[src/rtl/dma_chan_pkg.sv]
package dma_chan_pkg;
   typedef enum logic {
      SEL_ADDR  = 1'b0,
      SEL_COUNT = 1'b1
   } reg_sel_e;
endpackage

[src/rtl/dma_byte_ptr.sv]
module dma_byte_ptr (
   input  logic clk,
   input  logic rst_n,
   input  logic clr,
   input  logic step,
   output logic ptr_hi
);
   always_ff @(posedge clk) begin
      if (!rst_n)    ptr_hi <= 1'b0;
      else if (clr)  ptr_hi <= 1'b0;
      else if (step) ptr_hi <= ~ptr_hi;
   end

   // each access flips the pointer, clear forces low
   a_r2_ptr_toggle: assert property (@(posedge clk) disable iff (!rst_n)
      (step && !clr) |=> (ptr_hi != $past(ptr_hi)));
   a_r2_ptr_clear: assert property (@(posedge clk) disable iff (!rst_n)
      clr |=> !ptr_hi);
endmodule

[src/rtl/dma_reg_pair.sv]
module dma_reg_pair #(
   parameter int REG_W    = 16,
   parameter int BUS_W    = 8,
   parameter bit IS_COUNT = 1'b0
) (
   input  logic             clk,
   input  logic             rst_n,
   input  logic             wr_lo,
   input  logic             wr_hi,
   input  logic [BUS_W-1:0] wr_byte,
   input  logic             reload,
   input  logic             step,
   input  logic             dec,
   input  logic             freeze,
   output logic [REG_W-1:0] cur
);
   localparam logic [REG_W-1:0] ONE = REG_W'(1);

   logic [REG_W-1:0] base;
   logic [REG_W-1:0] stepped;

   generate
      if (IS_COUNT) begin : g_count
         assign stepped = cur - ONE;
         // the count drops by one per transfer
         a_r8_count_step: assert property (@(posedge clk) disable iff (!rst_n)
            (step && !reload && !wr_lo && !wr_hi) |=> (cur == $past(cur) - ONE));
      end else begin : g_addr
         assign stepped = freeze ? cur : (dec ? cur - ONE : cur + ONE);
         // the address moves by one in the chosen direction
         a_r6_addr_step: assert property (@(posedge clk) disable iff (!rst_n)
            (step && !freeze && !reload && !wr_lo && !wr_hi) |=>
               (cur == ($past(dec) ? $past(cur) - ONE : $past(cur) + ONE)));
         // hold keeps the address still
         a_r7_addr_freeze: assert property (@(posedge clk) disable iff (!rst_n)
            (step && freeze && !reload && !wr_lo && !wr_hi) |=> $stable(cur));
      end
   endgenerate

   always_ff @(posedge clk) begin
      if (!rst_n) begin
         base <= '0;
         cur  <= '0;
      end else if (wr_lo || wr_hi) begin
         if (wr_lo) begin
            base[BUS_W-1:0] <= wr_byte;
            cur[BUS_W-1:0]  <= wr_byte;
         end
         if (wr_hi) begin
            base[REG_W-1:BUS_W] <= wr_byte;
            cur[REG_W-1:BUS_W]  <= wr_byte;
         end
      end else if (reload) begin
         cur <= base;
      end else if (step) begin
         cur <= stepped;
      end
   end

   // a written byte lands in base and current alike
   a_r3_lo_mirror: assert property (@(posedge clk) disable iff (!rst_n)
      wr_lo |=> (cur[BUS_W-1:0] == base[BUS_W-1:0]));
   a_r3_hi_mirror: assert property (@(posedge clk) disable iff (!rst_n)
      wr_hi |=> (cur[REG_W-1:BUS_W] == base[REG_W-1:BUS_W]));
   // reload restores the stored base
   a_r9_reload: assert property (@(posedge clk) disable iff (!rst_n)
      (reload && !wr_lo && !wr_hi) |=> (cur == $past(base)));
endmodule

[src/rtl/dma_chan_regs.sv]
module dma_chan_regs #(
   parameter int REG_W = 16,
   parameter int BUS_W = 8
) (
   input  logic             clk,
   input  logic             rst_n,
   input  logic             host_wr,
   input  logic             host_rd,
   input  logic             reg_sel,
   input  logic             ptr_clr,
   input  logic [BUS_W-1:0] wr_data,
   input  logic             hold_ack,
   input  logic             xfer_done,
   input  logic             dec_mode,
   input  logic             addr_hold,
   input  logic             auto_init,
   input  logic             eop_in,
   output logic [BUS_W-1:0] rd_data,
   output logic [REG_W-1:0] cur_addr,
   output logic             tc
);
   import dma_chan_pkg::*;

   localparam int LANES = REG_W / BUS_W;

   generate
      if (LANES != 2 || REG_W % BUS_W != 0) begin : g_bad_width
         $error("dma_chan_regs: REG_W must be exactly twice BUS_W");
      end
   endgenerate

   reg_sel_e         sel;
   logic             ptr_hi;
   logic             acc, wr_acc, rd_acc;
   logic             reload, xfer_acc;
   logic             wr_addr_lo, wr_addr_hi, wr_cnt_lo, wr_cnt_hi;
   logic [REG_W-1:0] cur_cnt;
   logic [REG_W-1:0] rd_word;
   logic             tc_q;

   assign sel      = reg_sel_e'(reg_sel);
   assign wr_acc   = host_wr && !hold_ack;
   assign rd_acc   = host_rd && !hold_ack;
   assign acc      = wr_acc || rd_acc;
   assign reload   = eop_in && auto_init;
   assign xfer_acc = xfer_done && hold_ack && !reload;

   assign wr_addr_lo = wr_acc && (sel == SEL_ADDR)  && !ptr_hi;
   assign wr_addr_hi = wr_acc && (sel == SEL_ADDR)  &&  ptr_hi;
   assign wr_cnt_lo  = wr_acc && (sel == SEL_COUNT) && !ptr_hi;
   assign wr_cnt_hi  = wr_acc && (sel == SEL_COUNT) &&  ptr_hi;

   dma_byte_ptr i_ptr (
      .clk    (clk),
      .rst_n  (rst_n),
      .clr    (ptr_clr),
      .step   (acc),
      .ptr_hi (ptr_hi)
   );

   dma_reg_pair #(.REG_W(REG_W), .BUS_W(BUS_W), .IS_COUNT(1'b0)) i_addr (
      .clk     (clk),
      .rst_n   (rst_n),
      .wr_lo   (wr_addr_lo),
      .wr_hi   (wr_addr_hi),
      .wr_byte (wr_data),
      .reload  (reload),
      .step    (xfer_acc),
      .dec     (dec_mode),
      .freeze  (addr_hold),
      .cur     (cur_addr)
   );

   dma_reg_pair #(.REG_W(REG_W), .BUS_W(BUS_W), .IS_COUNT(1'b1)) i_cnt (
      .clk     (clk),
      .rst_n   (rst_n),
      .wr_lo   (wr_cnt_lo),
      .wr_hi   (wr_cnt_hi),
      .wr_byte (wr_data),
      .reload  (reload),
      .step    (xfer_acc),
      .dec     (1'b1),
      .freeze  (1'b0),
      .cur     (cur_cnt)
   );

   always_comb begin
      rd_word = (sel == SEL_COUNT) ? cur_cnt : cur_addr;
      rd_data = '0;
      if (rd_acc) rd_data = ptr_hi ? rd_word[REG_W-1:BUS_W] : rd_word[BUS_W-1:0];
   end

   always_ff @(posedge clk) begin
      if (!rst_n) tc_q <= 1'b0;
      else        tc_q <= xfer_acc && (cur_cnt == '0);
   end
   assign tc = tc_q;

   // tc follows exactly the transfer that leaves zero
   a_r8_tc_on_wrap: assert property (@(posedge clk) disable iff (!rst_n)
      (xfer_acc && cur_cnt == '0) |=> (tc && cur_cnt == '1));
   a_r8_tc_cause: assert property (@(posedge clk) disable iff (!rst_n)
      tc |-> ($past(xfer_acc) && $past(cur_cnt) == '0));
   // host strobes under hold_ack leave the address alone
   a_r5_blocked_write: assert property (@(posedge clk) disable iff (!rst_n)
      (host_wr && hold_ack && !xfer_done && !eop_in) |=> $stable(cur_addr));
   // end-of-process without autoinit changes nothing
   a_r10_plain_eop: assert property (@(posedge clk) disable iff (!rst_n)
      (eop_in && !auto_init && !xfer_acc && !wr_acc) |=> ($stable(cur_addr) && $stable(cur_cnt)));
endmodule

[config.mk]
export PLATFORM = sky130hd
export DESIGN_NAME = dma_chan_regs
export DESIGN_NICKNAME = d
export VERILOG_FILES = /design/src/rtl/dma_chan_pkg.sv /design/src/rtl/dma_byte_ptr.sv /design/src/rtl/dma_reg_pair.sv /design/src/rtl/dma_chan_regs.sv
export SDC_FILE = /design/constraint.sdc
export NUM_CORES = 1
export LEC_CHECK = 0
export ABC_AREA = 1
export BUFFER_PORTS_ARGS = -buffer_cell sky130_fd_sc_hd__buf_2
export CELL_PAD_IN_SITES_DETAIL_PLACEMENT = 1
export CELL_PAD_IN_SITES_GLOBAL_PLACEMENT = 1
export CORE_MARGIN = 2
export CORE_UTILIZATION = 38
export CTS_CLUSTER_DIAMETER = 120
export DETAILED_ROUTE_END_ITERATION = 7
export MAX_ROUTING_LAYER = met4
export PLACE_DENSITY_LB_ADDON = 0.1
export RECOVER_POWER = 100
export SLEW_MARGIN = 40
export SYNTH_ARGS = -nofsm -noshare
export SYNTH_HDL_FRONTEND = slang
export SYNTH_HIERARCHICAL = 1
export SYNTH_SLANG_ARGS = --single-unit
[constraint.sdc]
create_clock -name clk -period 1.7 [get_ports clk]
set_input_delay 0.34 -clock clk [delete_from_list [all_inputs] [get_ports clk]]
set_output_delay 0.34 -clock clk [all_outputs]
set_load 0.05 [all_outputs]
==> run summary, run 1 <==
Counting the buffers created by CTS gives 9. In this run the static leakage power is 0.00309 µW. At the later pin of the worst-skew pair, clock insertion delay measures 0.35 ns. Total die area: 13400 µm². Averaged over all synthesized cells, the footprint is 6.06 µm². In this run the tool buffered the top-level ports with 44 buffer cells. For this block, the routed nets add up to 19.3 mm of wire. The logs give 39.2% for the initial core utilization and 0 for the total count of max-transition violations in the final report. Startpoint type of the worst setup path: a flip-flop. Number of antenna violations at the first check in global routing: 0.

The logs give -0.00219 ns for the least setup slack across all paths after layout and 14.8 mm for the post-DP HPWL. The die outline width was 116 µm; the number of ports placed on the die boundary was 45. The final hold violation count was 0; the global-route wire length before repair was 29.7 mm. The repair_antennas step left the layout with diodes totalling 0. The clock net in this run drives a total of 66 sinks. Row generation in the floorplan step produced 40 rows. The final reports fail on setup timing.

Along the worst path, the maximum fanout reaches 4. The count of unresolved DRC violations after routing came out at 0. Total power for the finished layout comes to 5980 µW. The path class of the tightest hold or removal check is primary input to flip-flop. Before antenna repair, the detailed router went through 5 iterations. The tool flagged a number of max-cap violations equal to 0. After floorplanning, the core was sized to cover 12100 µm². The worst pin sits at a relative slew slack of 60.7%. At the end of the flow, the number of nets in the layout was 930.

After the first detailed-routing iteration, the DRC count stood at 331. The clock tree buffer depth came out at 2. Once detail routing completed, the nets flagged for antenna violations numbered 0. Setup repair after global routing could not meet its margin everywhere. For the finished layout, the period the worst path requires is 1.70 ns. The logs give 5559 for the routed via count and 6 for the count of yosys warnings during synthesis.

The clock arrives with 0.00751 ns of skew. The setup path with the least slack is of type flip-flop to flip-flop. Cells with a size suffix above 1 make up 29.0% of the layout. The worst IR drop on VDD was 529 µV; the total negative slack was -0.00219 ns. The tools report the H-tree level count as 3. In the global route stage, overall resource usage came out at 30.0%. The number of vias per cell after detailed routing was 5.21; the cell count after synthesis was 783. After clock tree synthesis, the clock-pin slew on the worst setup and hold paths is 0.06 ns.

The fraction of the cycle the final worst path needs was 100%. The post-cts hold buffer count is 0. For the critical path data required time, the log shows 1.92 ns. The tree is rooted in a sky130_fd_sc_hd__clkbuf_16.

For the pin with the worst max-slew slack, the measured transition is 0.592 ns. Power per cell area: 924 nW/µm². TritonCTS built the clock tree. For the worst setup path, the data arrival time is 1.93 ns. Timing analysis after detailed placement gives a worst setup slack of -0.347 ns. The flow ran to the end, but the final reports show violations. For this run, the share of the core covered by cells in the final layout is 53.5%. The placer congestion estimate is 0.944, and the per-cell routed wire length is 18.1 µm.

For this run the aggregate overflow at the end of global routing stands at 0. The number of nets produced by synthesis was 819; the netlist area before placement was 4740 µm². The area growth from synthesis to layout is 36.5%. Entering global routing, the biggest net connects 66 pins. The kind of capture point of the worst setup path was a flip-flop. The vertical extent of the die was 116 µm; the final count of negative-setup-slack endpoints was 1. Timing would allow up to 0.587 GHz. For the via count of the first global-routing pass, the log shows 5711.
power by group:
| group | internal (µW) | total [µW] | switching [µW] |
|---|---|---|---|
| combinational | 846 | 2300 | 1450 |
| clock | 1140 | 1870 | 733 |
| sequential | 1680 | 1820 | 139 |
area by class of cell:
type | instances | area, µm²
well taps | 168 | 210
clock buffers | 10 | 229
clock inverters | 6 | 67.6
repair buffers | 126 | 965
multi-input cells | 562 | 3110
inverters | 129 | 519
fillers | 1656 | 5640
flip-flops and latches | 66 | 1380
registers in the layout (all words and copies together) (netlist names):
signal,flops
i_addr/base,16
i_addr/cur,16
i_cnt/base,16
i_cnt/cur,16
i_ptr/ptr_hi,1
tc,1
per-layer routing:
layer	global-route usage [%]	vias up	part of all wire, %
met3	4.97	35	3.7
met1	34.2	2656	42
li1	-	2734	-
met2	53.6	134	52
met5	-	-	0
met4	9.68	0	2.6
cells in the final DEF, fill, tap and decap left out, drive strengths merged:
master    count
inv         127
and2          1
xor2          1
nand3b        2
clkinvlp      2
nor3          4
clkinv        5
o221ai        1
bufinv        1
nand2       185
nand3        59
or2           3
o21ai        91
a21oi        92
fa            1
o211ai        7
ha           15
buf         102
a31oi         3
clkbuf       34
nor2         91
xnor2         3
dfxtp        66
nand4         3
path summary, 6_finish.rpt:
path	start	endpoint	slack (ns)	cells after the start
max	i_addr/cur[8]$_SDFFE_PN0P_	i_addr/cur[13]$_SDFFE_PN0P_	-0.002	11
min	ptr_clr	i_ptr/ptr_hi$_SDFFE_PP0P_	0.26	4
max reg2reg	i_addr/cur[8]$_SDFFE_PN0P_	i_addr/cur[13]$_SDFFE_PN0P_	-0.002	11
min reg2reg	i_cnt/base[11]$_SDFFE_PN0P_	i_cnt/base[11]$_SDFFE_PN0P_	0.45	2
worst max-delay path, cell delays in order (launching register included):
cell and delay, ns:
sky130_fd_sc_hd__dfxtp_2 0.33, sky130_fd_sc_hd__ha_1 0.32, sky130_fd_sc_hd__nand2_1 0.08, sky130_fd_sc_hd__nand2_1 0.08
sky130_fd_sc_hd__inv_1 0.06, sky130_fd_sc_hd__nand2_1 0.09, sky130_fd_sc_hd__a21oi_1 0.22, sky130_fd_sc_hd__nand2_1 0.09
sky130_fd_sc_hd__nand2_1 0.07, sky130_fd_sc_hd__nand3_1 0.08, sky130_fd_sc_hd__nand2_1 0.09, sky130_fd_sc_hd__a21oi_1 0.06
what timing repair did:
| action | CTS | global route |
|---|---|---|
| resized for setup | 52 | 66 |
| gates cloned | 0 | 1 |
| setup buffers | 1 | 5 |
| setup endpoints to repair | 24 | 29 |
| pin swaps | 2 | 11 |
per-stage QoR:
step / cell area, µm² / hold WS [ns] / instances
after floorplan: 4830 / 0.424 / 783
after global placement: 5710 / 0.442 / 1044
after detailed placement: 5710 / 0.449 / 1044
after CTS: 6190 / 0.255 / 1061
after global routing: 6470 / 0.267 / 1067
final: 6470 / 0.261 / 1067
Power figures use the tool's default switching activity.
==> run 2: changes to the inputs <==
- CORE_UTILIZATION: 38 -> 39
- CTS_BUF_LIST: not set -> sky130_fd_sc_hd__clkbuf_8
- SYNTH_HIERARCHICAL: 1 -> not set
==> run 2 against run 1 <==
Critical path type is now flip-flop to primary output. Clock skew rose by 0.00078 ns. Clock-buffer cell count fell by 1. Setup slack got worse by 0.083 ns. The flow still finishes with violations (setup timing). Global-route usage rose by 0.22 points.
==> run summary, run 2 <==
After the first detailed-routing iteration, the DRC count stood at 253. The commonest cells after synthesis are sky130_fd_sc_hd__nand2_1 (133), sky130_fd_sc_hd__inv_1 (84), sky130_fd_sc_hd__nor2_1 (77). sky130_fd_sc_hd__nand2_1 is the most common cell in the netlist. Using the TritonRoute via totals, the vias-per-cell ratio works out to 5.52. The tools report the worst IR drop on VDD as 609 µV. In this run the biggest area consumer among cell types represents 29.6% of the synthesized area.

The number of detailed-routing iterations run before antenna repair came out at 5. The count of cells in the finished layout, fillers not included, comes to 948. In this run the number of H-tree levels came out at 3.

The type of the worst min-delay path is primary input to flip-flop. The die is 111 µm tall. Setup repair after global routing could not meet its margin everywhere. Prior to clock tree synthesis, the placed netlist has a worst setup slack of -0.327 ns. The least setup slack across all paths after layout came out at -0.0849 ns.

TritonCTS built the clock tree. In this run the horizontal extent of the chip is 111 µm. Global routing used 30.3% of the available tracks.

The cell sitting at the root of the clock tree is a sky130_fd_sc_hd__clkbuf_8. The number of antenna violations at the first check in global routing was 0; the cell count after synthesis was 696. The initial core utilization came out at 39.6%. After synthesis, the cell types taking the most area are sky130_fd_sc_hd__dfxtp_1 (30%), sky130_fd_sc_hd__nand2_1 (11%), sky130_fd_sc_hd__a21oi_1 (8.1%). The async set or reset register ratio after synthesis is 0%. After detailed placement, the design holds a cell count of 926. Timing would allow up to 0.560 GHz. Buffers placed on the I/O ports in this run total 44. In the final layout, the share of cells above drive strength 1 is 32.3%.

Measured against its own limit, the worst slew margin works out to 51.3%. Data on the critical path is required at its endpoint by 1.36 ns. The tools report the kind of capture point of the worst setup path as a primary output.

The tools report the routed via count as 5235. The logs give 733 for the number of nets produced by synthesis and 9 for the number of buffers created by CTS. The floorplan has 39 rows. The final hold violation count is 0. The floorplan step defined a die boundary enclosing 12300 µm².

Synthesis instantiated 36 different standard cells from the library. Largest area contributor in the netlist: sky130_fd_sc_hd__dfxtp_1. In the final routed layout, each cell accounts on average for 19.1 µm. Counting flops with a built-in enable in the synthesized netlist gives 0. The via count of the first global-routing pass was 5420; the clock transition at the registers of the reported paths was 0.07 ns.

Total clock sinks: 66. The count of yosys warnings during synthesis was 0. In the final design database the tool counted 837 nets.

The tools report the clock latency on the worst-skew pair as 0.36 ns. In the synthesized netlist the dominant register cell turns out to be sky130_fd_sc_hd__dfxtp_1. The measured slew at the worst slew-check pin works out to 0.731 ns. The depth of the most critical reg-to-reg path works out to 6. The checks that failed: setup timing. In this run the mean area of a mapped cell was 6.41 µm².

The largest fanout on the critical path is 17. The run gives 13.6 mm as the post-DP HPWL. The placer congestion estimate came out at 0.920. In the routed design, unresolved DRC markers number 0. After layout, the worst path uses 105% of the clock period. For the worst setup path, the data arrival time is 1.44 ns. After detailed routing, the total wire length is 18.1 mm. Adding up every negative setup slack in the final design gives -0.433 ns. The logs give 0 for the total inserted antenna cells and 0 for the sum of overflow across all layers after global routing. Setup violations remaining at the end of the flow were counted as 8. The depth of the worst hold-timing path works out to 2. After synthesis the netlist holds a flip-flop and latch count of 66.

The total count of max-transition violations in the final report was 0. The top cell types in the final layout, fill and taps aside, are sky130_fd_sc_hd__nand2_1 (115), sky130_fd_sc_hd__inv_1 (80), sky130_fd_sc_hd__nor2_1 (69), sky130_fd_sc_hd__buf_4 (68), sky130_fd_sc_hd__o21ai_0 (60). The most frequent standard cell in the layout excluding fill and tap cells was sky130_fd_sc_hd__nand2_1. The netlist area before placement was 4460 µm²; the final critical delay including setup and external delays was 1.78 ns. In this run the deepest clock path goes through 2 buffers. The worst setup path is launched from a flip-flop. The analysis attributes to cell leakage a power of 0.00283 µW. The core region is 11300 µm². Start-to-end type of the worst setup path: flip-flop to primary output. In this run the count of I/O pins placed on the die edge is 45.

Across the run, the number of max-cap violations was 0. The first global-routing pass estimated 28.7 mm of wire. The detail route stage leaves a number of antenna-violating nets equal to 0. Relative to the synthesized area, the layout overhead comes to 36.2%. After layout, the design draws a total of 5380 µW.

The flow ran to the end, but the final reports show violations. For the final database, setup skew stands at 0.00829 ns. Entering global routing, the biggest net connects 28 pins.

After clock tree synthesis, the flow added hold-fix buffers numbering 0. Dividing total power by cell area gives a power density of 886 nW/µm². Sequential elements use 29.6% of the synthesized area.
[run 2: changes by cell type in the layout (fill, tap and decap cells not counted), sizes merged, moves of 16 or more]
cell and delta:
nand2 -47, clkbuf -21, a21oi -20, inv -34
a211oi +19, o21ai -18, buf +16
[run 2: power by group]
part	internal (µW)	switching (µW)
Combinational	794	1330
Sequential	1670	111
Clock	813	660
[run 2: metrics by stage]
step	instance area, µm²	hold WS [ns]	utilization [%]
2_1_floorplan	4570	0.419	-
3_3_place_gp	5430	0.449	48.2
3_5_place_dp	5430	0.459	48.2
4_1_cts	5850	0.130	51.9
5_1_grt	6080	0.143	53.9
6_report	6080	0.147	53.9
[run 2: worst max-delay path, cell delays in order, from the launching register on]
cell                      delay (ns)
sky130_fd_sc_hd__dfxtp_2        0.33
sky130_fd_sc_hd__buf_12         0.15
sky130_fd_sc_hd__a21oi_1        0.11
sky130_fd_sc_hd__o21ai_1        0.14
sky130_fd_sc_hd__a21oi_4        0.18
sky130_fd_sc_hd__buf_6          0.17
[run 2: layout make-up]
cell class	count	area, µm²
clock buffers	9	124
clock inverters	7	86.3
fillers	1506	5200
inverters	91	344
multi-input cells	510	3050
flip-flops and latches	66	1360
well taps	143	179
repair buffers	122	926
[run 2: what timing repair did]
action,in CTS,in global routing
resized for setup,72,53
endpoints found under the setup margin,19,26
pin swaps,11,17
buffers inserted,6,1
endpoints found under the hold margin,0,0
[run 2: final timing paths]
check | slack, ns | endpoint | from
worst max-delay path | -0.08 | rd_data[5] | i_ptr.ptr_hi$_SDFFE_PP0P_
worst min-delay path | 0.15 | i_ptr.ptr_hi$_SDFFE_PP0P_ | ptr_clr
worst max register to register | 0.05 | i_cnt.cur[15]$_SDFFE_PN0P_ | i_ptr.ptr_hi$_SDFFE_PP0P_
worst min register to register | 0.47 | i_cnt.base[11]$_SDFFE_PN0P_ | i_cnt.base[11]$_SDFFE_PN0P_
[run 2: kinds of logic (layout without fill, tap and decap cells)]
group | Yosys count | in the layout | share of synthesized area, %
simple gates | 288 | 288 | 28.0
compound gates | 195 | 195 | 24.7
buf+inv | 120 | 229 | 10.7
flops | 66 | 66 | 29.6
fa+ha+maj | 17 | 17 | 4.94
xor+xnor | 10 | 10 | 1.96
[run 2: layer usage]
metal | vias up | global-route usage (%) | part of all wire [%]
met3 | 19 | 3.61 | 3.7
met1 | 2555 | 40.7 | 48
met2 | 124 | 49.2 | 47
li1 | 2537 | - | -
met4 | 0 | 6.92 | 1.4
met5 | - | - | 0
